==> src/rtl/usb_bridge_pkg.sv <==
package usb_bridge_pkg;

    localparam int ADDR_W    = 8;
    localparam int DATA_W    = 32;
    localparam int BYTE_W    = 8;
    localparam int DESC_LEN  = 18;
    localparam int ROM_WORDS = 32;
    localparam int ROM_IDX_W = $clog2(ROM_WORDS);

    localparam logic [ADDR_W-1:0] OFS_CTRL = 8'h00;
    localparam logic [ADDR_W-1:0] OFS_STAT = 8'h04;
    localparam logic [ADDR_W-1:0] OFS_DATA = 8'h08;

    // Status bit positions (software visible)
    localparam int ST_RX_FULL  = 0;
    localparam int ST_RX_EMPTY = 1;
    localparam int ST_TX_FULL  = 2;
    localparam int ST_TX_EMPTY = 3;
    localparam int ST_RX_ERR   = 4;
    localparam int ST_TX_ERR   = 5;
    localparam int ST_TOKEN    = 6;

    typedef enum logic [2:0] {
        RGN_NONE,
        RGN_CTRL,
        RGN_STAT,
        RGN_DATA,
        RGN_ROM
    } region_e;

    typedef struct packed {
        logic irq_en;
        logic tx_en;
    } ctrl_t;

    typedef struct packed {
        logic rx_err;
        logic tx_err;
        logic token;
    } flags_t;

    function automatic logic [BYTE_W-1:0] desc_byte(
        input logic [ROM_IDX_W-1:0] idx,
        input logic [15:0] vid,
        input logic [15:0] pid,
        input logic [15:0] bcd
    );
        logic [BYTE_W-1:0] b;
        case (idx)
            5'd0:    b = 8'(DESC_LEN);
            5'd1:    b = 8'd1;
            5'd2:    b = 8'h00;
            5'd3:    b = 8'h02;
            5'd7:    b = 8'd64;
            5'd8:    b = vid[7:0];
            5'd9:    b = vid[15:8];
            5'd10:   b = pid[7:0];
            5'd11:   b = pid[15:8];
            5'd12:   b = bcd[7:0];
            5'd13:   b = bcd[15:8];
            5'd14:   b = 8'd1;
            5'd15:   b = 8'd2;
            5'd16:   b = 8'd3;
            5'd17:   b = 8'd1;
            default: b = '0;
        endcase
        return b;
    endfunction

endpackage

==> src/rtl/ep_decode.sv <==
module ep_decode
    import usb_bridge_pkg::*;
(
    input  logic                 psel,
    input  logic                 penable,
    input  logic                 pwrite,
    input  logic [ADDR_W-1:0]    paddr,
    output region_e              region,
    output logic                 acc_wr,
    output logic                 acc_rd,
    output logic [ROM_IDX_W-1:0] rom_idx
);
    logic [ADDR_W-1:0] word_addr;

    assign word_addr = {paddr[ADDR_W-1:2], 2'b00};
    assign acc_wr    = psel & penable & pwrite;
    assign acc_rd    = psel & penable & ~pwrite;
    assign rom_idx   = paddr[ROM_IDX_W+1:2];

    always_comb begin
        if (paddr[ADDR_W-1])            region = RGN_ROM;
        else if (word_addr == OFS_CTRL) region = RGN_CTRL;
        else if (word_addr == OFS_STAT) region = RGN_STAT;
        else if (word_addr == OFS_DATA) region = RGN_DATA;
        else                            region = RGN_NONE;
    end
endmodule

==> src/rtl/ep_ctrl_status.sv <==
module ep_ctrl_status
    import usb_bridge_pkg::*;
(
    input  logic              clk,
    input  logic              rst,
    input  logic              wr_ctrl,
    input  logic              wr_stat,
    input  logic [DATA_W-1:0] wdata,
    input  logic              rx_overrun,
    input  logic              tx_underrun,
    input  logic              out_token,
    output ctrl_t             ctrl,
    output flags_t            flags,
    output logic              irq
);
    flags_t clr;

    always_comb begin
        clr.rx_err = wr_stat & wdata[ST_RX_ERR];
        clr.tx_err = wr_stat & wdata[ST_TX_ERR];
        clr.token  = wr_stat & wdata[ST_TOKEN];
    end

    always_ff @(posedge clk) begin
        if (rst) begin
            ctrl  <= '0;
            flags <= '0;
        end else begin
            if (wr_ctrl) ctrl <= ctrl_t'(wdata[1:0]);
            flags.rx_err <= rx_overrun  | (flags.rx_err & ~clr.rx_err);
            flags.tx_err <= tx_underrun | (flags.tx_err & ~clr.tx_err);
            flags.token  <= out_token   | (flags.token  & ~clr.token);
        end
    end

    assign irq = flags.token & ctrl.irq_en;


    rx_err_latch_chk: assert property (@(posedge clk) disable iff (rst)
        rx_overrun |=> flags.rx_err);

    rx_err_sticky_chk: assert property (@(posedge clk) disable iff (rst)
        (flags.rx_err && !(wr_stat && wdata[ST_RX_ERR])) |=> flags.rx_err);

    token_latch_chk: assert property (@(posedge clk) disable iff (rst)
        out_token |=> flags.token);
endmodule

==> src/rtl/ep_fifo_gate.sv <==
module ep_fifo_gate
    import usb_bridge_pkg::*;
(
    input  logic    clk,
    input  logic    rst,
    input  region_e region,
    input  logic    acc_wr,
    input  logic    acc_rd,
    input  logic    rx_full,
    input  logic    rx_empty,
    input  logic    tx_full,
    input  logic    err_any,
    input  logic    tx_en,
    output logic    rx_rd,
    output logic    tx_wr,
    output logic    rx_dma_req,
    output logic    tx_dma_req
);
    logic hit_data;

    assign hit_data   = (region == RGN_DATA);
    assign rx_rd      = acc_rd & hit_data & ~rx_empty & ~err_any;
    assign tx_wr      = acc_wr & hit_data & ~tx_full  & ~err_any;
    assign rx_dma_req = rx_full & ~err_any;
    assign tx_dma_req = tx_en & ~tx_full & ~err_any;


    rd_not_empty_chk: assert property (@(posedge clk) disable iff (rst)
        rx_rd |-> !rx_empty);

    wr_not_full_chk: assert property (@(posedge clk) disable iff (rst)
        tx_wr |-> !tx_full);

    one_strobe_chk: assert property (@(posedge clk) disable iff (rst)
        $onehot0({rx_rd, tx_wr}));

    tx_req_room_chk: assert property (@(posedge clk) disable iff (rst)
        tx_dma_req |-> !tx_full);
endmodule

==> src/rtl/usb_ep_apb_bridge.sv <==
module usb_ep_apb_bridge
    import usb_bridge_pkg::*;
#(
    parameter logic [15:0] VID = 16'h1A2B,
    parameter logic [15:0] PID = 16'h3C4D,
    parameter logic [15:0] BCD = 16'h0105
) (
    input  logic              clk,
    input  logic              rst,
    input  logic              psel,
    input  logic              penable,
    input  logic              pwrite,
    input  logic [ADDR_W-1:0] paddr,
    input  logic [DATA_W-1:0] pwdata,
    output logic [DATA_W-1:0] prdata,
    input  logic              rx_full,
    input  logic              rx_empty,
    input  logic [BYTE_W-1:0] rx_rdata,
    input  logic              rx_overrun,
    output logic              rx_rd,
    input  logic              tx_full,
    input  logic              tx_empty,
    input  logic              tx_underrun,
    output logic              tx_wr,
    output logic [BYTE_W-1:0] tx_wdata,
    input  logic              out_token,
    output logic              rx_dma_req,
    output logic              tx_dma_req,
    output logic              irq
);
    region_e              region;
    logic                 acc_wr, acc_rd;
    logic [ROM_IDX_W-1:0] rom_idx;
    ctrl_t                ctrl;
    flags_t               flags;
    logic                 err_any;

    ep_decode u_dec (
        .psel(psel), .penable(penable), .pwrite(pwrite), .paddr(paddr),
        .region(region), .acc_wr(acc_wr), .acc_rd(acc_rd), .rom_idx(rom_idx)
    );

    ep_ctrl_status u_cs (
        .clk(clk), .rst(rst),
        .wr_ctrl(acc_wr && region == RGN_CTRL),
        .wr_stat(acc_wr && region == RGN_STAT),
        .wdata(pwdata),
        .rx_overrun(rx_overrun), .tx_underrun(tx_underrun), .out_token(out_token),
        .ctrl(ctrl), .flags(flags), .irq(irq)
    );

    assign err_any = flags.rx_err | flags.tx_err;

    ep_fifo_gate u_gate (
        .clk(clk), .rst(rst), .region(region), .acc_wr(acc_wr), .acc_rd(acc_rd),
        .rx_full(rx_full), .rx_empty(rx_empty), .tx_full(tx_full),
        .err_any(err_any), .tx_en(ctrl.tx_en),
        .rx_rd(rx_rd), .tx_wr(tx_wr),
        .rx_dma_req(rx_dma_req), .tx_dma_req(tx_dma_req)
    );

    assign tx_wdata = pwdata[BYTE_W-1:0];

    always_comb begin
        prdata = '0;
        case (region)
            RGN_CTRL: prdata[1:0] = ctrl;
            RGN_STAT: begin
                prdata[ST_RX_FULL]  = rx_full;
                prdata[ST_RX_EMPTY] = rx_empty;
                prdata[ST_TX_FULL]  = tx_full;
                prdata[ST_TX_EMPTY] = tx_empty;
                prdata[ST_RX_ERR]   = flags.rx_err;
                prdata[ST_TX_ERR]   = flags.tx_err;
                prdata[ST_TOKEN]    = flags.token;
            end
            RGN_DATA: prdata[BYTE_W-1:0] = rx_rdata;
            RGN_ROM:  prdata[BYTE_W-1:0] = desc_byte(rom_idx, VID, PID, BCD);
            default:  prdata = '0;
        endcase
    end


    err_blocks_chk: assert property (@(posedge clk) disable iff (rst)
        err_any |-> !(rx_rd || tx_wr || rx_dma_req || tx_dma_req));

    irq_mask_chk: assert property (@(posedge clk) disable iff (rst)
        !ctrl.irq_en |-> !irq);
endmodule

==> config.mk <==
export PLATFORM = sky130hd
export DESIGN_NAME = usb_ep_apb_bridge
export DESIGN_NICKNAME = d
export VERILOG_FILES = /design/src/rtl/usb_bridge_pkg.sv /design/src/rtl/ep_decode.sv /design/src/rtl/ep_ctrl_status.sv /design/src/rtl/ep_fifo_gate.sv /design/src/rtl/usb_ep_apb_bridge.sv
export SDC_FILE = /design/constraint.sdc
export NUM_CORES = 1
export LEC_CHECK = 0
export ABC_AREA = 1
export CAP_MARGIN = 10
export CORE_MARGIN = 10
export CORE_UTILIZATION = 67
export DETAILED_ROUTE_END_ITERATION = 8
export DONT_BUFFER_PORTS = 1
export HOLD_SLACK_MARGIN = 0.12
export PLACE_DENSITY = 0.95
export SYNTH_ARGS = -nofsm -noshare
export SYNTH_HDL_FRONTEND = slang
export SYNTH_HIERARCHICAL = 1
export SYNTH_SLANG_ARGS = --single-unit
==> constraint.sdc <==
create_clock -name clk -period 2 [get_ports clk]
set_input_delay 0.2 -clock clk [delete_from_list [all_inputs] [get_ports clk]]
set_output_delay 0.2 -clock clk [all_outputs]
set_load 0.02 [all_outputs]
# After elaboration in Yosys (flattened, before gate mapping)
# Memories as Yosys holds them, arrays and structs flattened.
# Cells that the tools add are included.
[word_totals]
romBits = 224
mem_count = 1
output_inout_bits = 45
wordCells = 52
reg_bits = 5
[memory_table]
columns = ["memory", "words", "width", "rd", "rd_clocked_by_memory_dff", "write_ports", "line_no", "rtl"]
rows = [
  ["(name not given)", 32, 7, 1, 0, 0, "usb_bridge_pkg.sv:49", "case (idx)"],
]
[classes]
n_eq_ne = 6
bitwise = 30
mux = 7
n_reduce_logical = 3
[op_table]
columns = ["op", "count"]
rows = [
  ["bitwise AND 1 bit", 19],
  ["one-hot mux 5 bit (3 select lines)", 1],
  ["2-to-1 mux 3 bit", 3],
  ["logical NOT 8 bit", 1],
  ["one-hot mux 2 bit (4 select lines)", 1],
  ["inverter 1 bit", 7],
  ["== test 3 x 2 -> 1 bit, second input constant", 2],
  ["== test 6 x 1 -> 1 bit, second input constant", 1],
  ["== test 6 x 2 -> 1 bit, second input constant", 1],
  ["bitwise OR 1 bit", 4],
  ["== test 3 x 1 -> 1 bit, second input constant", 1],
  ["== test 3 bit, second input constant", 1],
  ["logical AND 1 bit", 2],
  ["2-to-1 mux 2 bit", 1],
  ["one-hot mux 1 bit (2 select lines)", 1],
]

# Longest topological paths before layout
# Gate-level depths: netlist of run 1.
[logic_depth]
word_depth = 11
ltp_mapped = 10
mapped_depth_nobuf = 10

# Modules after synthesis
# Netlist of run 1, hierarchy kept.
[by_module_without_submodules]
columns = ["module", "area_each_um2", "cells_each", "instances", "seq_area_each_um2"]
rows = [
  ["usb_ep_apb_bridge", 651.9, 111, 1, 0.0],
  ["ep_ctrl_status", 185.2, 26, 1, 100.1],
  ["ep_decode", 100.1, 20, 1, 0.0],
  ["ep_fifo_gate", 46.3, 11, 1, 0.0],
]

# Worst setup path before layout of run 1
# Ideal clock, no wire load.
[synth_timing]
path_type = "input -> output"
start = "input paddr[3]"
end = "output prdata[5]"
arrival_ns = 1.211
t_required_ns = 1.800
slack_ns = 0.589
path_buffers = 1
cell_stages = 6
cell_sequence = "buf_4 -> inv_1 -> ha_1 -> nor2_1 -> nand3_1 -> o221ai_1"
[synth_via]
elab_chain_len = 7
word_cells_on_any_way = 12
classes_between = "eq/ne (5); mux (5); reduce/logical (1); memory (1)"
[synth_rtl]
columns = ["element", "line_no", "rtl"]
rows = [
  ["start, declared", "usb_ep_apb_bridge.sv:13", "input logic [ADDR_W-1:0] paddr,"],
  ["== test 6 x 2 -> 1 bit", "ep_decode.sv:24", "else if (word_addr == OFS_DATA) region = RGN_DATA;"],
  ["2-to-1 mux 2 bit", "ep_decode.sv:24", ""],
  ["2-to-1 mux 3 bit", "ep_decode.sv:23", "else if (word_addr == OFS_STAT) region = RGN_STAT;"],
  ["2-to-1 mux 3 bit", "ep_decode.sv:22", "else if (word_addr == OFS_CTRL) region = RGN_CTRL;"],
  ["2-to-1 mux 3 bit", "ep_decode.sv:21", "if (paddr[ADDR_W-1]) region = RGN_ROM;"],
  ["== test 3 bit / == test 3 x 2 -> 1 bit (equally long branches)", "usb_ep_apb_bridge.sv:66", "case (region)"],
  ["one-hot mux 5 bit (3 select lines) *", "usb_ep_apb_bridge.sv:66", ""],
  ["end, declared", "usb_ep_apb_bridge.sv:15", "output logic [DATA_W-1:0] prdata,"],
]
# Every way passes the cells marked *; elsewhere a longest branch is shown, timed or not.

# Worst setup path after layout of run 1
[layout_timing]
start = "input paddr[5]"
end = "register, netlist name u_cs/flags[1]"
[layout_via]
elab_chain_len = 11
word_cells_on_any_way = 13
classes_between = "eq/ne (3); mux (4); bitwise (4); reduce/logical (2)"
[layout_rtl]
columns = ["element", "line_no", "rtl"]
rows = [
  ["== test 6 x 2 -> 1 bit", "ep_decode.sv:24", ""],
  ["2-to-1 mux 2 bit", "ep_decode.sv:24", ""],
  ["2-to-1 mux 3 bit", "ep_decode.sv:23", ""],
  ["2-to-1 mux 3 bit *", "ep_decode.sv:22", ""],
  ["2-to-1 mux 3 bit *", "ep_decode.sv:21", ""],
  ["net region[0]", "usb_ep_apb_bridge.sv:31", "region_e region;"],
  ["== test 3 x 2 -> 1 bit *", "usb_ep_apb_bridge.sv:46", ".wr_stat(acc_wr && region == RGN_STAT),"],
  ["logical AND 1 bit *", "usb_ep_apb_bridge.sv:46", ""],
  ["bitwise AND 1 bit *", "ep_ctrl_status.sv:20", "clr.tx_err = wr_stat & wdata[ST_TX_ERR];"],
  ["inverter 1 bit *", "ep_ctrl_status.sv:31", "flags.tx_err <= tx_underrun | (flags.tx_err & ~clr.tx_err);"],
  ["bitwise AND 1 bit *", "ep_ctrl_status.sv:31", ""],
  ["bitwise OR 1 bit *", "ep_ctrl_status.sv:31", ""],
]
# Mark *: on every way through the listed nets, which the timed path passes. The rest lies on a longest branch.
# A chain may end at the register's enable or synchronous reset.

==> flow_summary_export.csv, run 1 <==
group,metric,value,unit
outcome,status,"completed",
clocking,insertion_delay,0.25,ns
worst_setup_path,cp_slowest_cell,"dlygate4sd3_1",
placement,pre_cts_slack,0.440,ns
synthesis,synthDominantCellAreaShare,0.298,
clocking,postCtsSetupBuffers,0,
placement,io_buffers,0,
grt,grt_usage,0.154,
clocking,h-tree-depth,1,
synthesis,synth_edf_count,0,
synthesis,yosys.cell_types.count,21,
power_and_ir_drop,p_sw,145,µW
min_path,hp-class,"primary input to register",
synthesis,synth-async-reset-ratio,0,
timing,worst_slack,0.367,ns
synthesis,ys_warn_count,6,
worst_setup_path,required,2.19,ns
worst_setup_path,start_kind,"primary input",
die,fp-row-count,13,
synthesis,syn_avg_cell_area,5.85,µm²
grt,antenna_found_initial,0,
detailed_routing,antenna_left,0,
finish,fillerInstances,127,
clocking,clkTransAtPathRegs,0.05,ns
die,die_h,58.3,µm
die,num_io_pins,105,
power_and_ir_drop,p_leak,0.000478,µW
power_and_ir_drop,ir_drop,312,µV
worst_setup_path,cp_slowest_stage_delay,0.58,ns
detailed_routing,vias,933,
synthesis,seq_area_frac_synth,0.102,
die,dieArea,3400,µm²
clocking,cts-resized-gates,0,
die,core,1350,µm²
grt,grt_pass1_vias,956,
power_and_ir_drop,power.density,399,nW/µm²
clocking,tritoncts,"yes",
finish,final_cell_mix,"nand2_1, conb_1, inv_1",
timing,setup_violations,0,
worst_setup_path,arrival,1.83,ns
finish,layout_commonest_cell,"nand2_1",
detailed_routing,wirelength,2.74,mm
placement,dp_hpwl,2.28,mm
detailed_routing,drtIter0Drc,23,
clocking,clock-sinks,5,
worst_setup_path,cp_top_family,"simple AND/OR/NAND/NOR gates",
worst_setup_path,cp_cell_sequence,"nor2_1 > nand2_1 > nor2_1 > inv_2 > nand3_2 > nor2_1 > nand2_1 > nand2_1 > a21oi_1 > dlygate4sd3_1",
synthesis,ys_seq_elements,5,
worst_setup_path,cp_max_fo,11,
power_and_ir_drop,p_seq_frac,0.302,
placement,placed_area,803,µm²
finish,register_area,100,µm²
timing,fin_crit,1.63,ns
timing,final_hold_viol_count,0,
grt,grt_max_degree,12,
synthesis,ys.flop_type,"dfxtp_1",
finish,syn2layout_area_growth,-9.54,%
timing,skew,0,ns
timing,max_freq,612,MHz
finish,drive_above_1_share,0.0859,
timing,final_min_period_over_clock_period,0.817,
clocking,cts_max_path_buffers,2,
timing,rsz0062_at_grt,"no",
power_and_ir_drop,intPower,210,µW
synthesis,synthTopCellsByArea,"buf_4, nand2_1, dfxtp_1",
power_and_ir_drop,clockPowerShare,0.346,
clocking,clockRootBuffer,"clkbuf_4",
die,die-width,58.3,µm
worst_setup_path,critPathCaptureType,"register",
synthesis,netlist_area,983,µm²
grt,overflow,0,
finish,n_antenna_cell,0,
finish,multiInputGateArea,576,µm²
placement,gp_congestion,0.816,
timing,setup_tns,0,ns
finish,final_area,890,µm²
detailed_routing,vias_per_cell,5.24,
synthesis,yosys.area.top_type,"buf_4",
worst_setup_path,path_class,"primary input to register",
power_and_ir_drop,swShare,0.408,
timing,tightest_slew,0.575,ns
finish,layout.nets,228,
flow_run,drv_cap,0,
power_and_ir_drop,power,355,µW
detailed_routing,wl_per_cell,15.4,µm
detailed_routing,firstDrtPassIters,4,
power_and_ir_drop,p_comb_frac,0.352,
worst_setup_path,cp_num_buf_inv,2,
timing,slew_violations,0,
synthesis,synthCells,168,
clocking,cts_buffers,3,
grt,grt_pass1_wl,4.24,mm
timing,slew_headroom,0.623,
die,initial_utilization,0.728,
detailed_routing,drc_errors,0,
finish,fin_util,0.659,
## area by class of cell
cell class,instances,share of cell area
Timing Repair Buffer,7,0.0759
Tap cell,15,0.0211
Sequential cell,5,0.113
Multi-Input combinational cell,120,0.647
Clock buffer,4,0.0295
Inverter,27,0.114
## worst paths after layout
path,startpoint,endpoint,slack [ns],cells after the start
hold / removal,pwdata[6],u_cs/flags[0],0.14,3
setup reg to reg,u_cs/flags[1],u_cs/flags[1],0.85,3
setup / recovery,paddr[5],u_cs/flags[1],0.37,10
hold reg to reg,u_cs/ctrl[0],u_cs/ctrl[0],0.48,2
## Yosys cell counts, types with 2 or more instances
| master | instances |
|---|---|
| nand2_1 | 43 |
| buf_4 | 39 |
| inv_1 | 22 |
| nor2_1 | 13 |
| nand3_1 | 12 |
| a21oi_1 | 5 |
| dfxtp_1 | 5 |
| inv_2 | 5 |
| nand4_1 | 5 |
| ha_1 | 4 |
| nand3_2 | 3 |
| o211ai_1 | 2 |
| o21ai_0 | 2 |
## repair_timing
item / 4_1_cts / 5_1_grt
hold buffers: 6 / 0
setup endpoints to repair: 0 / 0
endpoints found under the hold margin: 5 / 0
## power groups by stage
stage,clock [µW],combinational (µW),sequential (µW)
floorplan,0,172,108
global placement,0,105,109
detailed placement,0,110,109
CTS,119,121,107
global route,130,139,108
finish,123,125,107
## state kept, by name, indices dropped and copies added (netlist names)
register / count
u_cs/ctrl: 2
u_cs/flags: 3
## metrics by stage
step	cells	hold WS [ns]
floorplan	191	0.269
global placement	168	0.270
detailed placement	168	0.271
CTS	178	0.151
global route	178	0.172
finish	178	0.143
## worst register-to-register path, cell delays in order (launching register included)
cell	delay [ns]
dfxtp_1	0.32
nand2_1	0.06
a21oi_1	0.14
dlygate4sd3_1	0.58
## layer usage
metal,wire length [µm],global-route usage,share of wire,vias to the layer above
met5,0,0,0,-
met4,123,0.101,0.045,0
met3,422,0.0966,0.15,12
met2,1320,0.259,0.48,70
met1,869,0.133,0.32,400
li1,-,-,-,451
## logic make-up (layout without fill, tap and decap cells)
logic type                 Yosys count  after routing  synth area share
DFF                                  5              5             0.102
buffers and inverters               66             38             0.401
other                                1             24           0.00381
AOI/OAI and AO/OA                   11             11            0.0674
and+or+nand+nor                     81             81             0.375
adders and majority gates            4              4            0.0509
(Power assumes the default switching activity.)
==> run 2, diff against run 1 <==
--- a/config.mk
+++ b/config.mk
@@ -8,11 +8,11 @@
 export ABC_AREA = 1
 export CAP_MARGIN = 10
 export CORE_MARGIN = 10
-export CORE_UTILIZATION = 67
+export CORE_UTILIZATION = 62
 export DETAILED_ROUTE_END_ITERATION = 8
 export DONT_BUFFER_PORTS = 1
 export HOLD_SLACK_MARGIN = 0.12
-export PLACE_DENSITY = 0.95
+export PLACE_DENSITY = 0.9
 export SYNTH_ARGS = -nofsm -noshare
 export SYNTH_HDL_FRONTEND = slang
 export SYNTH_HIERARCHICAL = 1
==> constraint.sdc (replaced) <==
create_clock -name clk -period 1.6 [get_ports clk]
set_input_delay 0.16 -clock clk [delete_from_list [all_inputs] [get_ports clk]]
set_output_delay 0.16 -clock clk [all_outputs]
set_load 0.02 [all_outputs]
==> run 2 against run 1 <==
Compared with the run above:
- sequential share of layout area is 0.56 points lower
- final area is 5.2% higher
- final cell count is 2.8% higher
- power is 25% higher
- sequential power is 25% higher
- worst hold slack better by 0.019 ns
- first-iteration DRC count is 35% lower
- combinational power is 31% higher
- critical endpoint unchanged
- non-clock buffer count is 4 higher
- critical path type unchanged
==> flow_summary_export.csv, run 2 (synthesis results as in run 1) <==
group,metric,value,unit
worst_setup_path,cpMostUsedCell,"nand2_1",
timing,final_hold_viol_count,0,
grt,overflow,0,
placement,post-place-cells,171,
placement,gp_congestion,0.762,
finish,layout_commonest_cell,"nand2_1",
placement,io_buffers,0,
finish,syn2layout_area_growth,-4.83,%
finish,final_cell_mix,"nand2_1, conb_1, inv_1",
detailed_routing,wirelength,2.81,mm
finish,drive_above_1_share,0.108,
timing,fin_crit,1.47,ns
finish,largest_reg_flops,3,
clocking,cts_buffers,3,
clocking,clockRootBuffer,"clkbuf_4",
grt,antenna_found_initial,0,
die,die_h,59.8,µm
grt,grt_max_degree,12,
die,fp-row-count,14,
finish,largest_registers,"u_cs/flags (3), u_cs/ctrl (2)",
finish,final_area,936,µm²
worst_setup_path,cp_top_family,"simple AND/OR/NAND/NOR gates",
clocking,tritoncts,"yes",
power_and_ir_drop,power.density,476,nW/µm²
timing,final_min_period_over_clock_period,0.921,
timing,max_freq,679,MHz
timing,setup_tns,0,ns
power_and_ir_drop,ir_drop,413,µV
worst_setup_path,cp_max_fo,11,
finish,layout.cells.non_filler,183,
worst_setup_path,start_kind,"primary input",
die,core,1510,µm²
detailed_routing,firstDrtPassIters,5,
die,dieArea,3580,µm²
worst_setup_path,path_class,"primary input to register",
timing,rsz0062_at_grt,"no",
die,die-width,59.8,µm
placement,dp_hpwl,2.26,mm
worst_setup_path,arrival,1.66,ns
clocking,clock-sinks,5,
worst_setup_path,cp_num_buf_inv,2,
worst_setup_path,cp_slowest_stage_delay,0.55,ns
worst_setup_path,cp_cell_sequence,"nor2_1 > nand2_1 > nor2_2 > inv_2 > nand3_2 > nor2_2 > nand2_1 > nand2_1 > a21oi_1 > dlygate4sd3_1",
timing,setup_violations,0,
clocking,cts_max_path_buffers,2,
grt,grt_usage,0.150,
worst_setup_path,rrSetupSlack,0.46,ns
detailed_routing,vias_per_cell,5.10,
min_path,hp-class,"primary input to register",
grt,grt_pass1_vias,997,
worst_setup_path,cp_slowest_cell,"dlygate4sd3_1",
timing,slew_violations,0,
grt,grt_pass1_wl,4.28,mm
placement,placed_area,820,µm²
worst_setup_path,critPathCaptureType,"register",
timing,skew,0,ns
outcome,status,"completed",
detailed_routing,vias,934,
finish,n_antenna_cell,0,
finish,register_area,100,µm²
detailed_routing,drtIter0Drc,15,
detailed_routing,drc_errors,0,
detailed_routing,antenna_left,0,
finish,multiInputGateArea,586,µm²
die,num_io_pins,105,
clocking,clkTransAtPathRegs,0.04,ns
finish,layout.nets,232,
clocking,postCtsSetupBuffers,0,
die,initial_utilization,0.653,
finish,fillerInstances,135,
finish,largest_register,"u_cs/flags",
finish,fin_util,0.621,
power_and_ir_drop,p_leak,0.000499,µW
clocking,h-tree-depth,1,
worst_setup_path,required,1.78,ns
flow_run,drv_cap,0,
clocking,insertion_delay,0.24,ns
detailed_routing,wl_per_cell,15.3,µm
==> run 2: changes by cell type in the layout (fill, tap and decap cells not counted), sizes merged <==
| cell | previous run | this run |
|---|---|---|
| buf | 1 | 3 |
| dlygate4sd3 | 6 | 8 |
==> run 2: path summary, 6_finish.rpt <==
check	to	cells past startpoint	startpoint
max reg2reg	u_cs/flags[0]	3	u_cs/flags[0]
max	u_cs/flags[1]	10	paddr[5]
min	u_cs/ctrl[0]	3	paddr[7]
min reg2reg	u_cs/ctrl[0]	2	u_cs/ctrl[0]
==> run 2: final cells by class <==
class | count | area share
inverters | 27 | 0.108
well taps | 16 | 0.0214
clock buffers | 4 | 0.0281
repair buffers | 11 | 0.110
multi-input cells | 120 | 0.626
flip-flops and latches | 5 | 0.107
==> run 2: per-stage QoR <==
stage	total power (µW)	setup slack, ns	hold WS (ns)
after floorplan	351	0.269	0.229
after global placement	269	0.133	0.230
after detailed placement	274	0.0812	0.232
after CTS	442	0.0837	0.124
after global routing	482	0.0202	0.156
final	445	0.127	0.162
==> run 2: routing by layer <==
metal,track usage,share of wire
met3,0.0551,0.095
met1,0.114,0.30
met5,0,0
met4,0.0897,0.0064
met2,0.303,0.60
==> run 2: where the power goes <==
group | switching (µW) | internal, µW
logic | 120 | 43.8
clock network | 52.6 | 94.3
registers | 3.42 | 131
==> run 2: timing repair <==
item | 4_1_cts | 5_1_grt
endpoints found under the hold margin | 5 | 0
endpoints found under the setup margin | 0 | 4
hold buffers | 8 | 0
resized for setup | 0 | 3
==> run 2: worst reg2reg max path: stages, from the launching register on <==
cell and delay, ns:
dfxtp_1 0.36, nand2_1 0.07, a21oi_1 0.11, dlygate4sd3_1 0.55
